$ cat src/rtl/burst_pkg.sv
package burst_pkg;

  typedef enum logic [2:0] {
    ST_SETTLE,
    ST_LISTEN,
    ST_TXARM,
    ST_TXSETUP,
    ST_TXLOAD,
    ST_TXSHIFT,
    ST_RXSHIFT,
    ST_RXHOLD
  } burst_state_e;

  // byte idx of an address, counted from the least significant byte
  function automatic logic [7:0] addr_byte(input logic [39:0] addr, input int unsigned idx);
    return addr[idx*8 +: 8];
  endfunction

  // bytes clocked out in one transmit frame
  function automatic int unsigned frame_bytes(input int unsigned abytes, input int unsigned pbytes);
    return abytes + pbytes;
  endfunction

endpackage

$ cat src/rtl/burst_bit_clock.sv
module burst_bit_clock #(
  parameter int HALF_CYC = 50
) (
  input  logic clk,
  input  logic rst_n,
  input  logic run,
  output logic sclk,
  output logic sample_evt,
  output logic byte_end
);
  localparam int HW = $clog2(HALF_CYC + 1);

  logic [HW-1:0] hcnt;
  logic          phase;
  logic [2:0]    bitn;
  logic          half_end;

  assign half_end   = run && (hcnt == HW'(HALF_CYC - 1));
  assign sample_evt = half_end && phase;
  assign byte_end   = sample_evt && (bitn == 3'd7);
  assign sclk       = phase;

  always_ff @(posedge clk) begin
    if (!rst_n || !run) begin
      hcnt  <= '0;
      phase <= 1'b0;
      bitn  <= 3'd0;
    end else if (half_end) begin
      hcnt  <= '0;
      phase <= ~phase;
      if (phase) bitn <= bitn + 3'd1;
    end else begin
      hcnt <= hcnt + 1'b1;
    end
  end

  // a stopped bit clock parks low
  p_idle_clk_low_r4: assert property (@(posedge clk) disable iff (!rst_n)
    !run |=> !sclk);

  // the clock falls right after the eighth sample
  p_byte_end_fall_r4: assert property (@(posedge clk) disable iff (!rst_n)
    byte_end |=> !sclk);

endmodule

$ cat src/rtl/burst_wait_count.sv
module burst_wait_count #(
  parameter int W = 16
) (
  input  logic         clk,
  input  logic         rst_n,
  input  logic         run,
  input  logic [W-1:0] limit,
  output logic         expired
);
  logic [W-1:0] cnt;

  assign expired = run && (cnt == limit - 1'b1);

  always_ff @(posedge clk) begin
    if (!rst_n || !run) cnt <= '0;
    else if (!expired)  cnt <= cnt + 1'b1;
  end

  p_expire_ends_wait_r6: assert property (@(posedge clk) disable iff (!rst_n)
    expired |=> !expired);

endmodule

$ cat src/rtl/burst_xfer_engine.sv
module burst_xfer_engine
  import burst_pkg::*;
#(
  parameter int ADDR_BYTES    = 2,
  parameter int PAYLOAD_BYTES = 2,
  parameter int HALF_CYC      = 50,
  parameter int SETUP_CYC     = 500,
  parameter int SETTLE_CYC    = 50000
) (
  input  logic                    clk,
  input  logic                    rst_n,
  input  logic                    tx_req,
  input  logic [8*ADDR_BYTES-1:0] tx_addr,
  output logic                    tx_ack,
  input  logic [7:0]              s_tdata,
  input  logic                    s_tvalid,
  output logic                    s_tready,
  output logic [7:0]              m_tdata,
  output logic                    m_tvalid,
  input  logic                    m_tready,
  output logic                    m_tlast,
  output logic                    rf_ce,
  output logic                    rf_clk,
  output logic                    rf_dout,
  output logic                    rf_doe,
  input  logic                    rf_din,
  input  logic                    rf_dr
);
  localparam int TOT  = int'(frame_bytes(ADDR_BYTES, PAYLOAD_BYTES));
  localparam int BW   = $clog2(TOT + 1);
  localparam int WMAX = (SETUP_CYC > SETTLE_CYC) ? SETUP_CYC : SETTLE_CYC;
  localparam int WW   = $clog2(WMAX + 1);

  burst_state_e            state, state_nx;
  logic [8*ADDR_BYTES-1:0] addr_q;
  logic [39:0]             addr_ext;
  logic [7:0]              sr;
  logic [BW-1:0]           bytecnt;

  // named internal events
  logic in_listen, rx_go, pay_phase, s_take, m_take, rx_final, tx_final;
  logic bit_run, sample_evt, byte_end, wait_run, wait_done;
  logic [WW-1:0] wait_limit;

  assign addr_ext  = 40'(addr_q);
  assign in_listen = (state == ST_LISTEN);
  assign rx_go     = in_listen && rf_dr;
  assign tx_ack    = in_listen && tx_req && !rf_dr;
  assign pay_phase = (bytecnt >= BW'(ADDR_BYTES));
  assign s_tready  = (state == ST_TXLOAD) && pay_phase;
  assign s_take    = s_tready && s_tvalid;
  assign m_take    = m_tvalid && m_tready;
  assign rx_final  = (bytecnt == BW'(PAYLOAD_BYTES - 1));
  assign tx_final  = (bytecnt == BW'(TOT - 1));

  assign bit_run    = (state == ST_TXSHIFT) || (state == ST_RXSHIFT);
  assign wait_run   = (state == ST_SETTLE) || (state == ST_TXSETUP);
  assign wait_limit = (state == ST_TXSETUP) ? WW'(SETUP_CYC) : WW'(SETTLE_CYC);

  burst_bit_clock #(.HALF_CYC(HALF_CYC)) u_bit (
    .clk(clk), .rst_n(rst_n), .run(bit_run),
    .sclk(rf_clk), .sample_evt(sample_evt), .byte_end(byte_end)
  );

  burst_wait_count #(.W(WW)) u_wait (
    .clk(clk), .rst_n(rst_n), .run(wait_run),
    .limit(wait_limit), .expired(wait_done)
  );

  always_comb begin
    state_nx = state;
    unique case (state)
      ST_SETTLE:  if (wait_done) state_nx = ST_LISTEN;
      ST_LISTEN:  if (rx_go) state_nx = ST_RXSHIFT;
                  else if (tx_ack) state_nx = ST_TXARM;
      ST_TXARM:   state_nx = ST_TXSETUP;
      ST_TXSETUP: if (wait_done) state_nx = ST_TXLOAD;
      ST_TXLOAD:  if (!pay_phase || s_take) state_nx = ST_TXSHIFT;
      ST_TXSHIFT: if (byte_end) state_nx = tx_final ? ST_SETTLE : ST_TXLOAD;
      ST_RXSHIFT: if (byte_end) state_nx = ST_RXHOLD;
      ST_RXHOLD:  if (m_take) state_nx = rx_final ? ST_LISTEN : ST_RXSHIFT;
      default:    state_nx = ST_SETTLE;
    endcase
  end

  always_ff @(posedge clk) begin
    if (!rst_n) begin
      state   <= ST_SETTLE;
      addr_q  <= '0;
      sr      <= 8'h00;
      bytecnt <= '0;
    end else begin
      state <= state_nx;
      if (tx_ack) addr_q <= tx_addr;
      unique case (state)
        ST_LISTEN:  bytecnt <= '0;
        ST_TXLOAD:  if (!pay_phase) sr <= addr_byte(addr_ext, ADDR_BYTES - 1 - int'(bytecnt));
                    else if (s_take) sr <= s_tdata;
        ST_TXSHIFT: begin
          if (sample_evt) sr <= {sr[6:0], 1'b0};
          if (byte_end) bytecnt <= bytecnt + 1'b1;
        end
        ST_RXSHIFT: if (sample_evt) sr <= {sr[6:0], rf_din};
        ST_RXHOLD:  if (m_take) bytecnt <= bytecnt + 1'b1;
        default: ;
      endcase
    end
  end

  assign rf_ce    = (state == ST_LISTEN) || (state == ST_TXSETUP) ||
                    (state == ST_TXLOAD) || (state == ST_TXSHIFT);
  assign rf_doe   = (state == ST_TXSETUP) || (state == ST_TXLOAD) || (state == ST_TXSHIFT);
  assign rf_dout  = rf_doe && sr[7];
  assign m_tvalid = (state == ST_RXHOLD);
  assign m_tdata  = sr;
  assign m_tlast  = m_tvalid && rx_final;

  // the data wire is driven only inside a transmit frame
  p_oe_in_frame_r7: assert property (@(posedge clk) disable iff (!rst_n)
    rf_doe |-> rf_ce);

  // chip-enable never moves while the bit clock is high
  p_ce_edge_clk_low_r6: assert property (@(posedge clk) disable iff (!rst_n)
    ($rose(rf_ce) || $fell(rf_ce)) |-> !rf_clk);

  // a stalled output byte holds and the link clock waits
  p_hold_r9: assert property (@(posedge clk) disable iff (!rst_n)
    (m_tvalid && !m_tready) |=> (m_tvalid && $stable(m_tdata) && $stable(m_tlast)));

  p_clk_low_in_hold_r9: assert property (@(posedge clk) disable iff (!rst_n)
    m_tvalid |-> !rf_clk);

  // acceptance only while listening, never with a receive byte pending
  p_ack_listen_r2: assert property (@(posedge clk) disable iff (!rst_n)
    tx_ack |-> (rf_ce && !rf_doe && !m_tvalid && !rf_clk));

  p_ack_pulse_r2: assert property (@(posedge clk) disable iff (!rst_n)
    tx_ack |=> !tx_ack);

  // payload is requested only between bytes, with the clock parked
  p_take_clk_low_r5: assert property (@(posedge clk) disable iff (!rst_n)
    s_tready |-> (!rf_clk && rf_doe));

endmodule

$ cat config.mk
export PLATFORM = sky130hd
export DESIGN_NAME = burst_xfer_engine
export DESIGN_NICKNAME = d
export VERILOG_FILES = /design/src/rtl/burst_pkg.sv /design/src/rtl/burst_bit_clock.sv /design/src/rtl/burst_wait_count.sv /design/src/rtl/burst_xfer_engine.sv
export SDC_FILE = /design/constraint.sdc
export NUM_CORES = 1
export LEC_CHECK = 0
export BUFFER_PORTS_ARGS = -buffer_cell sky130_fd_sc_hd__buf_4
export CORE_ASPECT_RATIO = 0.6
export CORE_MARGIN = 3
export CORE_UTILIZATION = 30
export CTS_CLUSTER_DIAMETER = 100
export DETAILED_ROUTE_END_ITERATION = 10
export GPL_TIMING_DRIVEN = 0
export PLACE_DENSITY = 0.52
export SYNTH_ARGS = -nofsm -noshare
export SYNTH_HDL_FRONTEND = slang
export SYNTH_SLANG_ARGS = --single-unit
export TNS_END_PERCENT = 10
$ cat constraint.sdc
create_clock -name clk -period 2.5 [get_ports clk]
set_clock_uncertainty 0.05 [all_clocks]
set_input_delay 0.5 -clock clk [delete_from_list [all_inputs] [get_ports clk]]
set_output_delay 0.5 -clock clk [all_outputs]
set_load 0.02 [all_outputs]
Word level (Yosys, flattened, before mapping)
Index checks and enable logic that the tools add are counted.
Word-level totals
  logic and storage cells: 94
  output and inout port bits: 16
  register bits after elaboration: 56
  bits of input ports: 31
Operators by class
  reductions and logical operators: 35
  order comparisons: 1
  $add $sub $neg: 6
  equal/unequal tests: 22
  mux-type cells: 20
  bitwise gates (word level): 1
  shift-type cells: 1
Operator list (number)
  40-bit by 33-bit indexed part select with 8-bit output: 1
  3-bit 2-to-1 mux: 12
  8-bit 2-to-1 mux: 4
  3-bit case mux with 8 select lines: 1
  8-bit case mux with 3 select lines: 1
  16-bit by 1-bit adder with 16-bit output, second input constant: 1
  16-bit equality test: 1
  16-bit 2-to-1 mux: 1
  16-bit by 1-bit subtractor with 16-bit output, second input constant: 1
  3-bit equality test, second input constant: 5
  1-bit logical AND: 12
  1-bit logical OR: 10
  2-bit by 1-bit inequality test with 1-bit output, second input constant: 5
  3-bit by 2-bit equality test with 1-bit output, second input constant: 3
  3-bit case mux with 3 select lines: 1
  7-bit AND reduction: 1
  3-bit by 1-bit adder with 3-bit output, second input constant: 2
  6-bit by 1-bit adder with 6-bit output, second input constant: 1
  3-bit by 1-bit equality test with 1-bit output, second input constant: 2
  6-bit equality test, second input constant: 1
  2-bit inequality test, second input constant: 3
  3-bit nonzero test: 2
  1-bit zero test: 5
  4-bit AND reduction: 1
  9 further kinds: 9

Longest topological paths before layout
  depth in word-level cells: 7
  mapped depth: 8

Cells and area by module
A second synthesis with hierarchy kept.
Second synthesis, totals
  cells, all modules: 445
  area total of the unflattened synthesis: 3622.2 um^2
By module, submodules not included
  burst_xfer_engine: times used 1, area each 1765.4 um^2, seq. area each 600.6 um^2, cells an instance 212
  burst_wait_count: times used 1, area each 1397.6 um^2, seq. area each 320.3 um^2, cells an instance 182
  burst_bit_clock: times used 1, area each 459.2 um^2, seq. area each 200.2 um^2, cells an instance 51

Worst setup path before layout
Ideal clock, no wire load.
  path type: flip-flop to output port
  start: reg state[2]
  end: out rf_dout
  data arrival time: 1.588 ns
  path buffers: 1
  cell stages (with the launch flop): 5
  setup slack: 0.362 ns
  data required time: 1.950 ns
  path through: dfxtp_1 > clkbuf_1 > inv_1 > mux2i_1 > and2_1
On the way
  longest elaborated chain between the ends: 4
  elaborated cells on any way between the ends: 6
  classes of those cells: eq/ne: 3; reduce/logical: 3
RTL lines
  start, declared: line burst_xfer_engine.sv:34  | burst_state_e state, state_nx;
  start signal, assigned: line burst_xfer_engine.sv:93  | state <= state_nx;
  3-bit by 2-bit equality test with 1-bit output or 3-bit equality test (tied branches): line burst_xfer_engine.sv:112  | assign rf_doe = (state == ST_TXSETUP) || (state == ST_TXLOAD) || (state == ST_TXSHIFT);
  1-bit logical OR: line burst_xfer_engine.sv:112
  1-bit logical OR *: line burst_xfer_engine.sv:112
  net rf_doe: line burst_xfer_engine.sv:25  | output logic rf_doe,
  1-bit logical AND *: line burst_xfer_engine.sv:113  | assign rf_dout = rf_doe && sr[7];
  end, declared: line burst_xfer_engine.sv:24  | output logic rf_dout,
The timed path passes the listed nets; every way through them passes the cells marked *.

Worst setup path after layout
  start: reg state[2]
  end: out rf_dout
On the way
  longest elaborated chain between the ends: 4
  elaborated cells on any way between the ends: 6
  classes of those cells: eq/ne: 3; reduce/logical: 3
RTL lines (line)
  3-bit by 2-bit equality test with 1-bit output or 3-bit equality test (tied branches): burst_xfer_engine.sv:112
  1-bit logical OR: burst_xfer_engine.sv:112
  1-bit logical OR *: burst_xfer_engine.sv:112
  1-bit logical AND *: burst_xfer_engine.sv:113
Mark *: on every way between the ends. The rest lies on a longest branch, timed or not.

==> qor.log <==
INFO  detailed_routing detailroute.via_count=2498
INFO  detailed_routing drt_first_iter_violations=137
INFO  hold_path      min_from=tx_addr[6]
INFO  synthesis      postSynthRegisterBits=56
INFO  detailed_routing route.detailed.vias_per_inst=4.74
INFO  worst_setup_path worst_path_required=1.95ns
INFO  worst_setup_path worst_ep_arrival_time=1.72ns
INFO  layout         fillerInstances=1022
INFO  die            placement_rows=27
INFO  place          port_buffers=45
INFO  global_routing grt_antenna_before_repair=0
INFO  synthesis      netlist_area=2880um2
INFO  die            core_region_area=9260um2
INFO  clock_network  tritoncts=done
INFO  clock_network  cts_htree_levels=2
INFO  place          detailed_place_hpwl=5.65mm
INFO  clock_network  cts_buffers=5
INFO  layout         final_cell_mix=sky130_fd_sc_hd__dfxtp_1, sky130_fd_sc_hd__nand2_1, sky130_fd_sc_hd__nor2_1
INFO  worst_setup_path rr_worst_depth=8
INFO  layout         most_common_library_cell_in_the_layout_ignoring_fill_and_taps=sky130_fd_sc_hd__dfxtp_1
INFO  synthesis      yosys_warn_count=0
INFO  layout         antenna_cells=0
INFO  layout         syn_to_final_growth=22.2%
INFO  worst_setup_path crit_path_cell_trace=clkbuf_2 > inv_1 > mux2i_1 > and2_1 > buf_4
INFO  global_routing global_route.overflow_total=0
INFO  clock_network  ctsLongestPathBuffers=2
INFO  detailed_routing ant_nets=0
INFO  timing         post-route-worst-setup-slack=0.234ns
INFO  worst_setup_path regToRegStartpoint=u_bit.hcnt[1]$_SDFF_PP0_
INFO  clock_network  num_clock_sinks=56
INFO  worst_setup_path critPathSlowestCell=sky130_fd_sc_hd__dfxtp_1
INFO  worst_setup_path cpPeakStageDelay=0.47ns
INFO  global_routing grt_first_pass_wirelength=11.9mm
INFO  power_and_ir_drop power_density=643nW/um2
INFO  synthesis      synth_seq_area_share=38.9%
INFO  layout         final_layout_size_suffix_gt1_share=17.4%
INFO  timing         finalHoldViolations=0
INFO  detailed_routing drc=0
INFO  hold_path      hold_depth=3
INFO  die            dieWidth=132um
INFO  hold_path      holdCritPathClass=in -> reg
INFO  timing         rsz0062_at_grt=false
INFO  timing         clock.fmax=441MHz
INFO  timing         finalCritPeriodShare=90.6%
INFO  worst_setup_path crit_path_end_kind=output port
INFO  job            timing.max_cap.violations=0
INFO  synthesis      ys_types=59
INFO  synthesis      synthesis.nets=386
INFO  clock_network  clk_pin_slew=0.07ns
INFO  die            initial_core_utilization=31.1%
INFO  die            die_area=10900um2
INFO  hold_path      hold-path-endpoint=addr_q[6]$_SDFFE_PN0P_
INFO  timing         timing_worst_slew_pin_value=0.625ns
INFO  layout         nets=437
INFO  power_and_ir_drop total_power=2260uW
INFO  timing         timing.final.setup_violations=0
INFO  worst_setup_path critPathKind=reg -> out
INFO  place          place_congestion=0.817
INFO  global_routing number_of_global_route_vias_before_repair=2360
INFO  synthesis      synthesis.instances=346
INFO  layout         final_core_utilization=38.0%
INFO  detailed_routing postRouteWirelength=7.19mm
INFO  die            io_pins=47
INFO  synthesis      async_flop_share=0%
INFO  synthesis      post_synth_edffs=0
INFO  timing         post-route-min-period=2.27ns
INFO  detailed_routing drt-pass1-iter-count=4
INFO  place          pre_cts_slack=-0.0734ns
INFO  worst_setup_path reg2reg_to=m_tdata[0]$_SDFFE_PN0P_
INFO  synthesis      postSynth.topFlopCell=sky130_fd_sc_hd__dfxtp_1
INFO  status         status=finished clean
INFO  power_and_ir_drop ir_worst_vdd=0.000303V
INFO  timing         timing_max_transition_violations_final=0
INFO  worst_setup_path setup_slack_of_the_worst_register_to_register_path=0.37ns
INFO  worst_setup_path worst-path-max-fanout=10
INFO  clock_network  worst_skew_pair.late_latency=0.30ns
INFO  clock_network  cts-root-buf=sky130_fd_sc_hd__clkbuf_16
INFO  power_and_ir_drop static-leakage-power=0.00131uW
INFO  worst_setup_path start_kind=flip-flop
INFO  global_routing grt_util_all_layers=13.8%
INFO  timing         max_slew_headroom_at_the_worst_pin=58.1%
INFO  detailed_routing routedWlPerCell=13.6um
INFO  synthesis      synth.avg_cell_area=8.32um2
INFO  die            die_h=81.9um
INFO  global_routing grt_max_degree=18
synthesized netlist by cell type, types with 2 or more instances:
master / number / area (um2)
sky130_fd_sc_hd__nor4_1: 3 / 18.8
sky130_fd_sc_hd__a21boi_1: 16 / 120
sky130_fd_sc_hd__nand3_1: 16 / 80.1
sky130_fd_sc_hd__clkbuf_1: 11 / 41.3
sky130_fd_sc_hd__xor2_1: 9 / 78.8
sky130_fd_sc_hd__a21boi_0: 7 / 52.6
sky130_fd_sc_hd__a21oi_1: 12 / 60.1
sky130_fd_sc_hd__and3_1: 3 / 18.8
sky130_fd_sc_hd__o21ai_1: 4 / 20.0
sky130_fd_sc_hd__nand4_1: 4 / 25.0
sky130_fd_sc_hd__dfxtp_1: 56 / 1120
sky130_fd_sc_hd__ha_1: 9 / 113
sky130_fd_sc_hd__buf_6: 2 / 22.5
sky130_fd_sc_hd__o21ai_0: 5 / 25.0
sky130_fd_sc_hd__nor2_1: 51 / 191
sky130_fd_sc_hd__inv_1: 11 / 41.3
sky130_fd_sc_hd__nand4b_1: 3 / 26.3
sky130_fd_sc_hd__nand2_1: 52 / 195
sky130_fd_sc_hd__mux2i_1: 11 / 110
sky130_fd_sc_hd__xnor2_1: 10 / 87.6
sky130_fd_sc_hd__o22ai_1: 3 / 18.8
sky130_fd_sc_hd__nor3_1: 3 / 15.0
sky130_fd_sc_hd__a211o_1: 7 / 61.3
sky130_fd_sc_hd__and4_1: 2 / 17.5
sky130_fd_sc_hd__a31oi_1: 2 / 12.5
critical path: cells and delay by family (launching register included):
family | cells | cell delay [ns]
buffers and inverters | 3 | 0.54
flip-flops | 1 | 0.47
multiplexers | 1 | 0.24
AND/OR/NAND/NOR | 1 | 0.16
how the worst max path moves through the flow:
| stage | from | to | cells after the start |
|---|---|---|---|
| 3_3_place_gp | rf_dr | tx_ack | 6 |
| 6_report | state[2]$_SDFFE_PN0P_ | rf_dout | 5 |
| 4_1_cts | state[0]$_SDFFE_PN0P_ | tx_ack | 5 |
| 3_5_place_dp | rf_dr | tx_ack | 6 |
| 2_1_floorplan | state[2]$_SDFFE_PN0P_ | rf_dout | 4 |
| 5_1_grt | state[2]$_SDFFE_PN0P_ | rf_dout | 5 |
kinds of logic after synthesis:
| family | Yosys count | share of synthesized area [%] |
|---|---|---|
| buffers and inverters | 29 | 4.52 |
| AOI/OAI and AO/OA | 67 | 16.5 |
| DFF | 56 | 38.9 |
| and+or+nand+nor | 153 | 25.6 |
| adders and majority gates | 9 | 3.91 |
| xor gates and xnor gates | 19 | 5.78 |
| muxes | 13 | 4.73 |
where the power goes:
| group | internal [uW] | switching, uW | total (uW) |
|---|---|---|---|
| combinational | 217 | 366 | 583 |
| clock | 366 | 324 | 690 |
| sequential | 945 | 45.1 | 990 |
| total | 1530 | 735 | 2260 |
state kept, by name (all words and copies together) (netlist names):
register,count
addr_q,16
bytecnt,3
u_bit.sclk,1
u_bit.hcnt,6
u_bit.bitn,3
state,3
u_wait.cnt,16
m_tdata,8
area by class of cell:
type | count | area [um2] | share of cell area (%)
Tap cell | 130 | 163 | 4.62
Multi-Input combinational cell | 261 | 1630 | 46.4
Sequential cell | 56 | 1120 | 31.9
Buffer | 16 | 82.6 | 2.35
Timing Repair Buffer | 45 | 338 | 9.60
Inverter | 12 | 47.5 | 1.35
Clock inverter | 1 | 5.00 | 0.142
Clock buffer | 6 | 129 | 3.66
per-layer routing:
layer / GRT usage [%] / vias to the layer above / wire (um)
met4: 3.11 / 0 / 66
met3: 3.67 / 6 / 358
met2: 18.9 / 46 / 2660
met1: 21.1 / 1151 / 4100
li1: - / 1295 / -
met5: 0 / - / 0
timing repair:
item / CTS / global route
setup endpoints to repair: 1 / 5
buffers inserted: 0 / 0
gates resized for setup: 0 / 4
hold buffers: 0 / 0
per-stage QoR:
stage	cell area, um2	instances	hold WS, ns	setup TNS [ns]
6_report	3520	527	0.399	0
5_1_grt	3520	527	0.401	0
4_1_cts	3510	527	0.393	0
3_3_place_gp	3380	521	0.396	-0.0680
3_5_place_dp	3380	521	0.399	-0.0734
2_1_floorplan	2880	346	0.379	0
(Power assumes the default switching activity.)
